==> src/rtl/dfa_pkg.sv <==
package dfa_pkg;

    typedef enum logic [1:0] {
        ST_WAIT_ERR = 2'd0,
        ST_ACCUM    = 2'd1,
        ST_WRITE    = 2'd2
    } dfa_state_e;

    localparam int FBW = 4;   // feedback entry width
    localparam int WW  = 4;   // weight width (two 2-bit cells)

    // Fixed pseudo-random feedback entry, computed rather than tabulated
    function automatic logic signed [FBW-1:0] fb_entry(input int idx);
        return FBW'(idx * 7 + 3);
    endfunction

endpackage

==> src/rtl/dfa_proj.sv <==
module dfa_proj
    import dfa_pkg::*;
#(
    parameter int N_OUT  = 2,
    parameter int N_POST = 2,
    parameter int EW     = 6,
    parameter int DW     = 11
) (
    input  logic [N_OUT*EW-1:0]  err_data,
    output logic [N_POST*DW-1:0] delta_flat
);

    for (genvar j = 0; j < N_POST; j++) begin : g_row
        logic signed [DW-1:0] sum;
        always_comb begin
            sum = '0;
            for (int k = 0; k < N_OUT; k++) begin
                sum = sum + DW'($signed(err_data[k*EW +: EW])) * DW'(fb_entry(j*N_OUT + k));
            end
        end
        assign delta_flat[j*DW +: DW] = sum;
    end

endmodule

==> src/rtl/dfa_surr.sv <==
module dfa_surr #(
    parameter int N_POST = 2,
    parameter int VW     = 8,
    parameter int VTH    = 16,
    parameter int WIN    = 4
) (
    input  logic [N_POST*VW-1:0] vm_data,
    output logic [N_POST-1:0]    surr
);

    localparam logic signed [VW-1:0] LO = VW'(VTH - WIN);
    localparam logic signed [VW-1:0] HI = VW'(VTH + WIN);

    for (genvar j = 0; j < N_POST; j++) begin : g_win
        logic signed [VW-1:0] v;
        assign v       = vm_data[j*VW +: VW];
        assign surr[j] = (v >= LO) && (v <= HI);
    end

endmodule

==> src/rtl/dfa_grad_bank.sv <==
module dfa_grad_bank
    import dfa_pkg::*;
#(
    parameter int N_POST = 2,
    parameter int N_PRE  = 2,
    parameter int DW     = 11,
    parameter int AW     = 16,
    parameter int SHIFT  = 4,
    parameter int AB     = 2
) (
    input  logic                 clk,
    input  logic                 rst_n,
    input  logic                 step_en,
    input  logic [N_POST*DW-1:0] delta_flat,
    input  logic [N_POST-1:0]    surr,
    input  logic [N_PRE-1:0]     spk,
    input  logic                 wr_go,
    input  logic [AB-1:0]        wr_idx,
    output logic [WW-1:0]        w_out
);

    localparam int NW   = N_POST * N_PRE;
    localparam int WMAX = 2**(WW-1) - 1;
    localparam int WMIN = -(2**(WW-1));

    logic signed [AW-1:0] acc [NW];
    logic signed [WW-1:0] wt  [NW];
    logic signed [AW-1:0] step_sz;
    logic signed [AW:0]   diff;
    logic signed [WW-1:0] w_new;

    always_comb begin
        step_sz = acc[wr_idx] >>> SHIFT;
        diff    = (AW+1)'(wt[wr_idx]) - (AW+1)'(step_sz);
        if (diff > WMAX)      w_new = WW'(WMAX);
        else if (diff < WMIN) w_new = WW'(WMIN);
        else                  w_new = WW'(diff);
    end

    assign w_out = w_new;

    for (genvar n = 0; n < NW; n++) begin : g_syn
        localparam int J = n / N_PRE;
        localparam int I = n % N_PRE;
        logic signed [AW-1:0] a_q;
        logic signed [WW-1:0] w_q;
        always_ff @(posedge clk) begin
            if (!rst_n) begin
                a_q <= '0;
                w_q <= '0;
            end else if (wr_go && wr_idx == AB'(n)) begin
                a_q <= '0;
                w_q <= w_new;
            end else if (step_en && spk[I] && surr[J]) begin
                a_q <= a_q + AW'($signed(delta_flat[J*DW +: DW]));
            end
        end
        assign acc[n] = a_q;
        assign wt[n]  = w_q;
    end

endmodule

==> src/rtl/dfa_grad_unit.sv <==
module dfa_grad_unit
    import dfa_pkg::*;
#(
    parameter int N_OUT   = 2,
    parameter int N_POST  = 2,
    parameter int N_PRE   = 2,
    parameter int N_STEPS = 3,
    parameter int BATCH   = 2,
    parameter int EW      = 6,
    parameter int VW      = 8,
    parameter int VTH     = 16,
    parameter int WIN     = 4,
    parameter int AW      = 16,
    parameter int SHIFT   = 4,
    localparam int NW     = N_POST * N_PRE,
    localparam int AB     = (NW > 1) ? $clog2(NW) : 1
) (
    input  logic                 clk,
    input  logic                 rst_n,
    input  logic                 err_valid,
    output logic                 err_ready,
    input  logic [N_OUT*EW-1:0]  err_data,
    input  logic                 spk_valid,
    output logic                 spk_ready,
    input  logic [N_PRE-1:0]     spk_data,
    input  logic                 vm_valid,
    output logic                 vm_ready,
    input  logic [N_POST*VW-1:0] vm_data,
    output logic                 wr_en,
    output logic [AB-1:0]        wr_addr,
    output logic [1:0]           wr_hi,
    output logic [1:0]           wr_lo,
    output logic                 done
);

    localparam int DW = EW + FBW + $clog2(N_OUT);
    localparam int TB = (N_STEPS > 1) ? $clog2(N_STEPS) : 1;
    localparam int SB = (BATCH > 1) ? $clog2(BATCH) : 1;

    dfa_state_e            state, state_nx;
    logic [TB-1:0]         step_cnt;
    logic [SB-1:0]         smp_cnt;
    logic [AB-1:0]         addr_cnt;
    logic [N_POST*DW-1:0]  delta_now, delta_q;
    logic [N_POST-1:0]     surr;
    logic [WW-1:0]         w_next;
    logic                  err_fire, step_fire, last_step, last_smp, last_addr;

    assign err_fire  = (state == ST_WAIT_ERR) && err_valid;
    assign step_fire = (state == ST_ACCUM) && spk_valid && vm_valid;
    assign last_step = (step_cnt == TB'(N_STEPS - 1));
    assign last_smp  = (smp_cnt == SB'(BATCH - 1));
    assign last_addr = (addr_cnt == AB'(NW - 1));

    dfa_proj #(.N_OUT(N_OUT), .N_POST(N_POST), .EW(EW), .DW(DW)) u_proj (
        .err_data   (err_data),
        .delta_flat (delta_now)
    );

    dfa_surr #(.N_POST(N_POST), .VW(VW), .VTH(VTH), .WIN(WIN)) u_surr (
        .vm_data (vm_data),
        .surr    (surr)
    );

    dfa_grad_bank #(.N_POST(N_POST), .N_PRE(N_PRE), .DW(DW), .AW(AW),
                    .SHIFT(SHIFT), .AB(AB)) u_bank (
        .clk        (clk),
        .rst_n      (rst_n),
        .step_en    (step_fire),
        .delta_flat (delta_q),
        .surr       (surr),
        .spk        (spk_data),
        .wr_go      (state == ST_WRITE),
        .wr_idx     (addr_cnt),
        .w_out      (w_next)
    );

    // state register
    always_ff @(posedge clk) begin
        if (!rst_n) state <= ST_WAIT_ERR;
        else        state <= state_nx;
    end

    // transitions
    always_comb begin
        state_nx = state;
        unique case (state)
            ST_WAIT_ERR: if (err_fire) state_nx = ST_ACCUM;
            ST_ACCUM:    if (step_fire && last_step)
                             state_nx = last_smp ? ST_WRITE : ST_WAIT_ERR;
            ST_WRITE:    if (last_addr) state_nx = ST_WAIT_ERR;
            default:     state_nx = ST_WAIT_ERR;
        endcase
    end

    // counters, held projection, completion pulse
    always_ff @(posedge clk) begin
        if (!rst_n) begin
            step_cnt <= '0;
            smp_cnt  <= '0;
            addr_cnt <= '0;
            delta_q  <= '0;
            done     <= 1'b0;
        end else begin
            done <= (state == ST_WRITE) && last_addr;
            if (err_fire) delta_q <= delta_now;
            if (step_fire) begin
                step_cnt <= last_step ? '0 : step_cnt + 1'b1;
                if (last_step) smp_cnt <= last_smp ? '0 : smp_cnt + 1'b1;
            end
            if (state == ST_WRITE) addr_cnt <= last_addr ? '0 : addr_cnt + 1'b1;
        end
    end

    // outputs
    always_comb begin
        err_ready = (state == ST_WAIT_ERR);
        spk_ready = (state == ST_ACCUM);
        vm_ready  = (state == ST_ACCUM);
        wr_en     = (state == ST_WRITE);
        wr_addr   = addr_cnt;
        wr_hi     = w_next[3:2];
        wr_lo     = w_next[1:0];
    end

endmodule

==> config.mk <==
export PLATFORM = sky130hd
export DESIGN_NAME = dfa_grad_unit
export DESIGN_NICKNAME = d
export VERILOG_FILES = /design/src/rtl/dfa_pkg.sv /design/src/rtl/dfa_proj.sv /design/src/rtl/dfa_surr.sv /design/src/rtl/dfa_grad_bank.sv /design/src/rtl/dfa_grad_unit.sv
export SDC_FILE = /design/constraint.sdc
export NUM_CORES = 1
export LEC_CHECK = 0
export ABC_CLOCK_PERIOD_IN_PS = 5460
export BUFFER_PORTS_ARGS = -buffer_cell sky130_fd_sc_hd__buf_2
export CAP_MARGIN = 20
export CORE_MARGIN = 10
export CORE_UTILIZATION = 25
export CTS_BUF_LIST = sky130_fd_sc_hd__clkbuf_8 sky130_fd_sc_hd__clkbuf_16
export CTS_CLUSTER_DIAMETER = 30
export DETAILED_ROUTE_END_ITERATION = 6
export PLACE_DENSITY_LB_ADDON = 0.12
export SKIP_CTS_REPAIR_TIMING = 1
export SYNTH_ARGS = -nofsm -noshare
export SYNTH_HDL_FRONTEND = slang
export SYNTH_SLANG_ARGS = --single-unit
==> constraint.sdc <==
create_clock -name clk -period 5.46 [get_ports clk]
set_input_delay 0.546 -clock clk [delete_from_list [all_inputs] [get_ports clk]]
set_output_delay 0.546 -clock clk [all_outputs]
set_load 0.02 [all_outputs]
## Word-level counts from Yosys, hierarchy flattened

Index checks and enable logic that the tools add are counted.
Widths: inputs -> output; s select.

- Flip-flop bits (word level): 110
- Input bits: 35
- Output and inout port bits: 11
- Word-level logic and storage cells: 85

- Add/sub/neg operators: 11
- $mul: 2
- $lt $le $gt $ge: 7
- Eq/ne operators: 9
- Multiplexer cells: 16
- Bitwise gates (word level): 2
- Reduce and logical (&&, ||, !) cells: 24

Operators with widths:

| cell | number |
|---|---|
| $add 16x11->16 | 4 |
| $bmux 16 s2 | 1 |
| $mux 16 | 2 |
| $mul 6x3->9 const B | 2 |
| $ge 8x5->1 const B | 2 |
| $le 8x6->1 const B | 2 |
| $logic_and 1x1->1 | 16 |
| $mux 4 | 4 |
| $gt 13x4->1 const B | 1 |
| $lt 13x4->1 const B | 1 |
| $sub 4x12->13 | 1 |
| $mux 2 | 6 |
| $add 11x11->11 | 1 |
| $add 6x11->11 | 1 |
| $bmux 4 s2 | 1 |
| $eq 2x2->1 const B | 4 |
| $neg 6->8 | 1 |
| $reduce_or 2->1 | 4 |
| $pmux 2 s3 | 1 |
| $add 2x1->2 const B | 2 |
| $eq 2x1->1 const B | 2 |
| $logic_not 2->1 | 2 |
| $ne 2x1->1 const B | 2 |
| $ge 3x3->1 const B | 1 |
| other kinds (7) | 7 |

## Longest topological paths before layout

- Depth after elaboration: 8
- Depth in mapped cells: 15
- Mapped depth without buffers: 15

## By module

Synthesis repeated with hierarchy kept, for this count alone.

- Cells, all modules: 1102
- Area, all modules: 9077.5 µm²

By module, submodules not included:

| module | times used | cells each | area an instance (µm²) | sequential area each (µm²) |
|---|---|---|---|---|
| dfa_grad_bank | 1 | 793 | 6447.4 | 1601.5 |
| dfa_proj | 1 | 166 | 1381.3 | 0.0 |
| dfa_grad_unit | 1 | 135 | 1178.6 | 600.6 |
| dfa_surr | 1 | 8 | 70.1 | 0.0 |

## Worst setup path before layout

OpenSTA, ideal clock, no wires.

- Kind: flip-flop to output port
- From: register addr_cnt[0] (netlist: wr_addr[0])
- To: output port wr_lo[0]
- Data arrival time: 4212 ps
- Data required time: 4914 ps
- Slack: 702 ps
- Stages on the path, launching flop included: 14
- Path buffers: 2
- Path through: dfxtp_1 clkbuf_1 clkbuf_1 mux4_2 ha_1 fa_1 nor2b_1 o31ai_2 a2bb2oi_1 a41o_1 nor3_1 o41a_1 a21oi_1 inv_1

- Word-level cells in the longest chain between the ends: 8
- Elaborated cells between the ends (all ways): 12
- Those cells by class: 1 x add/sub; 2 x order compare; 8 x mux; 1 x bitwise

Ends and longest elaborated chain:

| what | line | source |
|---|---|---|
| start: declaration | dfa_grad_unit.sv:43 | `logic [AB-1:0] addr_cnt;` |
| start signal: assignment | dfa_grad_unit.sv:111 | `if (state == ST_WRITE) addr_cnt <= last_addr ? '0 : addr_cnt + 1'b1;` |
| $not 2->3 (not written as such) * | dfa_grad_bank.sv:33, dfa_grad_bank.sv:34 |  |
| $bmux 4 s2 / $bmux 16 s2 (equally long branches) | dfa_grad_bank.sv:34, dfa_grad_bank.sv:33 |  |
| $mux 4 (not written as such) / $mux 16 (equally long branches) (2 in series) | dfa_grad_bank.sv:34, dfa_grad_bank.sv:33 |  |
| $sub 4x12->13 * | dfa_grad_bank.sv:34 | `diff = (AW+1)'(wt[wr_idx]) - (AW+1)'(step_sz);` |
| $lt 13x4->1 | dfa_grad_bank.sv:36 | `else if (diff < WMIN) w_new = WW'(WMIN);` |
| $mux 4 | dfa_grad_bank.sv:36 |  |
| $mux 4 * | dfa_grad_bank.sv:35 | `if (diff > WMAX) w_new = WW'(WMAX);` |
| end: declaration | dfa_grad_unit.sv:32 | `output logic [1:0] wr_lo,` |

Every way passes the cells marked *; elsewhere a longest branch is shown, timed or not. The select of a mux whose other input is x is not followed.

## Worst setup path in the final report

Ends and elaborated chain as after synthesis.

==> metrics.sh <==
RUN_STATUS='complete, no violations'
LAYOUT.CELL_AREA.NON_FILLER_UM2=9980
FINALCLOCKSKEW_PS=11.1
TRITONCTS_NUM_SINKS=109
WIRELENGTH_MM=25.0
GLOBALROUTETOTALUTIL=0.117
HOLD_START='err_data[0]'
DP.FINAL_HPWL_MM=20.1
GRT_FIRST_PASS_WIRELENGTH_MM=41.2
FINALSETUPTNS_PS=0
IOPINCOUNT=46
CTS_MAX_PATH_BUFFERS=2
MAX_CAP_VIOLATIONS=0
TIMING.SETUP.CRITICAL_PATH_CLASS='flop to output port'
CTSHTREEMAXLEVEL=3
BUFFER_PORTS.INSERTED=45
DIE_HEIGHT_UM=209
SYNTHESIS.NETS=1209
WORST_SKEW_PAIR.LATE_LATENCY_PS=370
FLOORPLAN.DIE.WIDTH_UM=209
DESIGN.DIE.AREA_UM2=43700
AVGSYNTHCELLAREA_UM2=8.53
TIMING.RR.START='wr_addr[0]'
MAX_CLOCK_FREQ_GHz=0.201
CTS.REPORTEDPATHS.CLKPINSLEW_PS=80
SLEW_HEADROOM=0.341
ANTENNA_LEFT=0
PRECTSSETUPSLACK_PS=839
TIMING.FINAL.HOLD_VIOLATIONS=0
MAXIMUM_NUMBER_OF_PINS_ON_ONE_NET_BEFORE_GLOBAL_ROUTE_REPAIR=46
POWER-PER-CELL-AREA_nW_PER_UM2=202
YS_SEQ_AREA_FRAC=0.244
CPMAXSTAGEDELAYCELL='dfxtp_1'
SYNTH_WARNINGS=0
FLOORPLAN.INITIALDENSITY=0.252
ROUTE.DETAILED.DRC=0
GRT-OVFL-TOTAL=0
DESIGN.FINAL.NETS=1245
CTS_TREE='built'
START_KIND='flop'
ANTENNA_VIOLATIONS_BEFORE_REPAIR=0
FINAL_PERIOD_DEMAND_OF_THE_WORST_PATH_PS=4980
POSTSYNTHCELLCOUNT=1047
WORST_SETUP_PATH_STARTPOINT='wr_addr[0]'
P_LEAK_nW=4.21
ROWS=69
ROUTABILITY_CONGESTION=0.796
SYNTH_ENABLE_FLOP_CELLS=0
MAX_STAGE_DELAY_PS=650
FINAL_LAYOUT_SIZE_SUFFIX_GT1_FRAC=0.0994
MAPPEDNETLISTAREA_UM2=8930
CLASS_OF_THE_TIGHTEST_HOLD_OR_REMOVAL_CHECK='primary input to flop'
INSERTEDDIODECOUNT=0
CP_ENDPOINT_KIND='output port'
POST_DRT_WL_PER_CELL_UM=16.1
POSTPLACECELLAREA_UM2=9680
CP_DATA_ARRIVAL_TIME_PS=4430
POST-ROUTE-PERIOD-UTIL=0.911
FINAL-SETUP-VIOL-COUNT=0
SYNTH.DISTINCT_CELLS=64
SHARE_OF_FLIP_FLOPS_WITH_AN_ASYNCHRONOUS_SET_OR_RESET_AFTER_SYNTHESIS=0
MAXSLEWVIOLCOUNT=0
NUMCTSBUFFERS=9
WORST_SLEW_PIN_SLEW_PS=988
AREA_DELTA_SYNTH_FINAL_PCT=11.8
CTS_ROOT_CELL='clkbuf_16'
RSZ0062_AT_GRT='false'
DRTPASS1ITERATIONS=4
IR_WORST_VDD_uV=154
PATH_CELLS='buf_4 > mux4_2 > inv_1 > ha_1 > o21a_1 > o21a_1 > nand2b_1 > nand4_1 > or3b_1 > o41a_1 > a21oi_1 > inv_1 > buf_2'
SYNTH-MAIN-FF-CELL='dfxtp_1'
POSTSYNTHREGISTERBITS=109
DRT-INITIAL-DRC-COUNT=309
LAYOUT_SETUP_WS_PS=484
CRITICAL_PATH_PEAK_FANOUT=11
POST_DRT_VIA_CELL_RATIO=4.71
CORE_REGION_AREA_UM2=35400
VIA_COUNT_OF_THE_FIRST_GLOBAL_ROUTING_PASS=7551
DR_TOTAL_VIAS=7292
CRIT_REQUIRED_PS=4910
==> kinds of logic (layout without fill, tap and decap cells) <==
kind of cell | after synthesis | count (layout) | synth area share
mux | 64 | 64 | 0.0942
compound gates | 251 | 251 | 0.183
simple gates | 328 | 328 | 0.178
xor+xnor | 77 | 77 | 0.0755
buf+inv | 91 | 131 | 0.0390
fa+ha+maj | 127 | 127 | 0.186
flops | 109 | 109 | 0.244
==> Yosys cell counts, types with 3 or more instances <==
master / n / area share
and2_1: 19 / 0.013
nor2_1: 92 / 0.039
nand3b_1: 7 / 0.0059
nand2_1: 82 / 0.034
nand3_1: 18 / 0.010
a31oi_1: 11 / 0.0077
or4_1: 3 / 0.0025
fa_1: 10 / 0.022
a31o_1: 3 / 0.0029
nand4_1: 7 / 0.0049
a31o_2: 5 / 0.0049
clkbuf_1: 26 / 0.011
o41ai_1: 3 / 0.0029
a21o_1: 19 / 0.016
a2bb2oi_1: 3 / 0.0029
ha_1: 117 / 0.16
nand2b_1: 11 / 0.0077
and3_1: 6 / 0.0042
a21boi_0: 10 / 0.0084
dfxtp_1: 109 / 0.24
mux2i_1: 48 / 0.054
a41o_1: 3 / 0.0034
nor2b_1: 16 / 0.011
nor3_1: 29 / 0.016
o21ai_0: 50 / 0.028
mux4_2: 16 / 0.040
o211a_1: 5 / 0.0056
o21a_1: 11 / 0.0093
inv_1: 61 / 0.026
a21oi_1: 75 / 0.042
nor4_1: 7 / 0.0049
nor3b_1: 3 / 0.0025
or2_2: 11 / 0.0077
o211ai_1: 4 / 0.0034
o21bai_1: 14 / 0.012
xnor2_1: 63 / 0.062
xor2_1: 14 / 0.014
a211oi_1: 12 / 0.010
o31ai_1: 5 / 0.0042
or3_1: 10 / 0.0070
==> power breakdown <==
group	internal, W	switching, W	total [W]	leakage, nW
Sequential	0.000818	0.0000380	0.000856	0.882
Combinational	0.000216	0.000260	0.000475	3.18
Clock	0.000355	0.000333	0.000688	0.143
Total	0.00139	0.000630	0.00202	4.21
==> through the flow <==
step           hold slack (ps)   util  total power [W]  instances
2_1_floorplan              420      -          0.00123       1047
3_3_place_gp               453  0.273          0.00136       1532
3_5_place_dp               450  0.273          0.00136       1532
4_1_cts                    441  0.282          0.00207       1547
5_1_grt                    471  0.282          0.00216       1548
6_report                   454  0.282          0.00202       1548
==> cells in the final DEF (no fill, tap or decap), types with 6 or more instances in the layout <==
cell type and instances:
or3_1 10, inv_1 62, nand4_1 7, o21a_1 11, nor3_1 29, o21bai_1 14, o21ai_0 50, and2_1 19
nand3_1 18, fa_1 10, nor2b_1 16, nor4_1 7, mux2i_1 48, xnor2_1 63, a211oi_1 12, ha_1 117
buf_4 8, nand2b_1 11, a21o_1 19, and3_1 6, mux4_2 16, dfxtp_1 109, or2_2 11, a31oi_1 11
xor2_1 14, clkbuf_16 9, nand2_1 82, a21boi_0 10, buf_2 45, a21oi_1 75, nand3b_1 7, nor2_1 90
==> final timing paths <==
path,cells after the start,slack [ps],to
worst max register to register,11,1390,u_bank.g_syn[2].w_q[1]
worst min register to register,2,470,u_bank.g_syn[3].w_q[0]
worst max-delay path,13,480,wr_lo[0]
worst min-delay path,3,450,delta_q[11]
==> critical path: cells and delay by family (launching register included) <==
family | cells | cell delay (ps)
AO/OA/AOI/OAI | 4 | 1300
adder cells (fa/ha/maj) | 1 | 270
buffers and inverters | 4 | 660
flip-flops | 1 | 650
multiplexers | 1 | 520
AND/OR/NAND/NOR | 3 | 660
==> state kept, by name, summed over array words and instances (netlist names) <==
| register | count |
|---|---|
| delta_q | 21 |
| u_bank.g_syn.w_q | 16 |
| last_smp | 1 |
| done | 1 |
| step_cnt | 2 |
| wr_addr | 2 |
| u_bank.g_syn.a_q | 64 |
| state | 2 |
==> cell type report <==
cell class              instances  area, um^2
fillers                      3870       25400
multi-input cells             847        6400
flip-flops and latches        109        2180
well taps                     461         577
repair buffers                 54         300
inverters                      62         233
clock buffers                   9         225
clock inverters                 6        63.8
==> routing by layer <==
layer	GRT usage	share of wire
met1	0.155	0.50
met2	0.195	0.47
met3	0.0136	0.017
met4	0.0337	0.013
met5	0	0
Power figures use the tool's default switching activity.
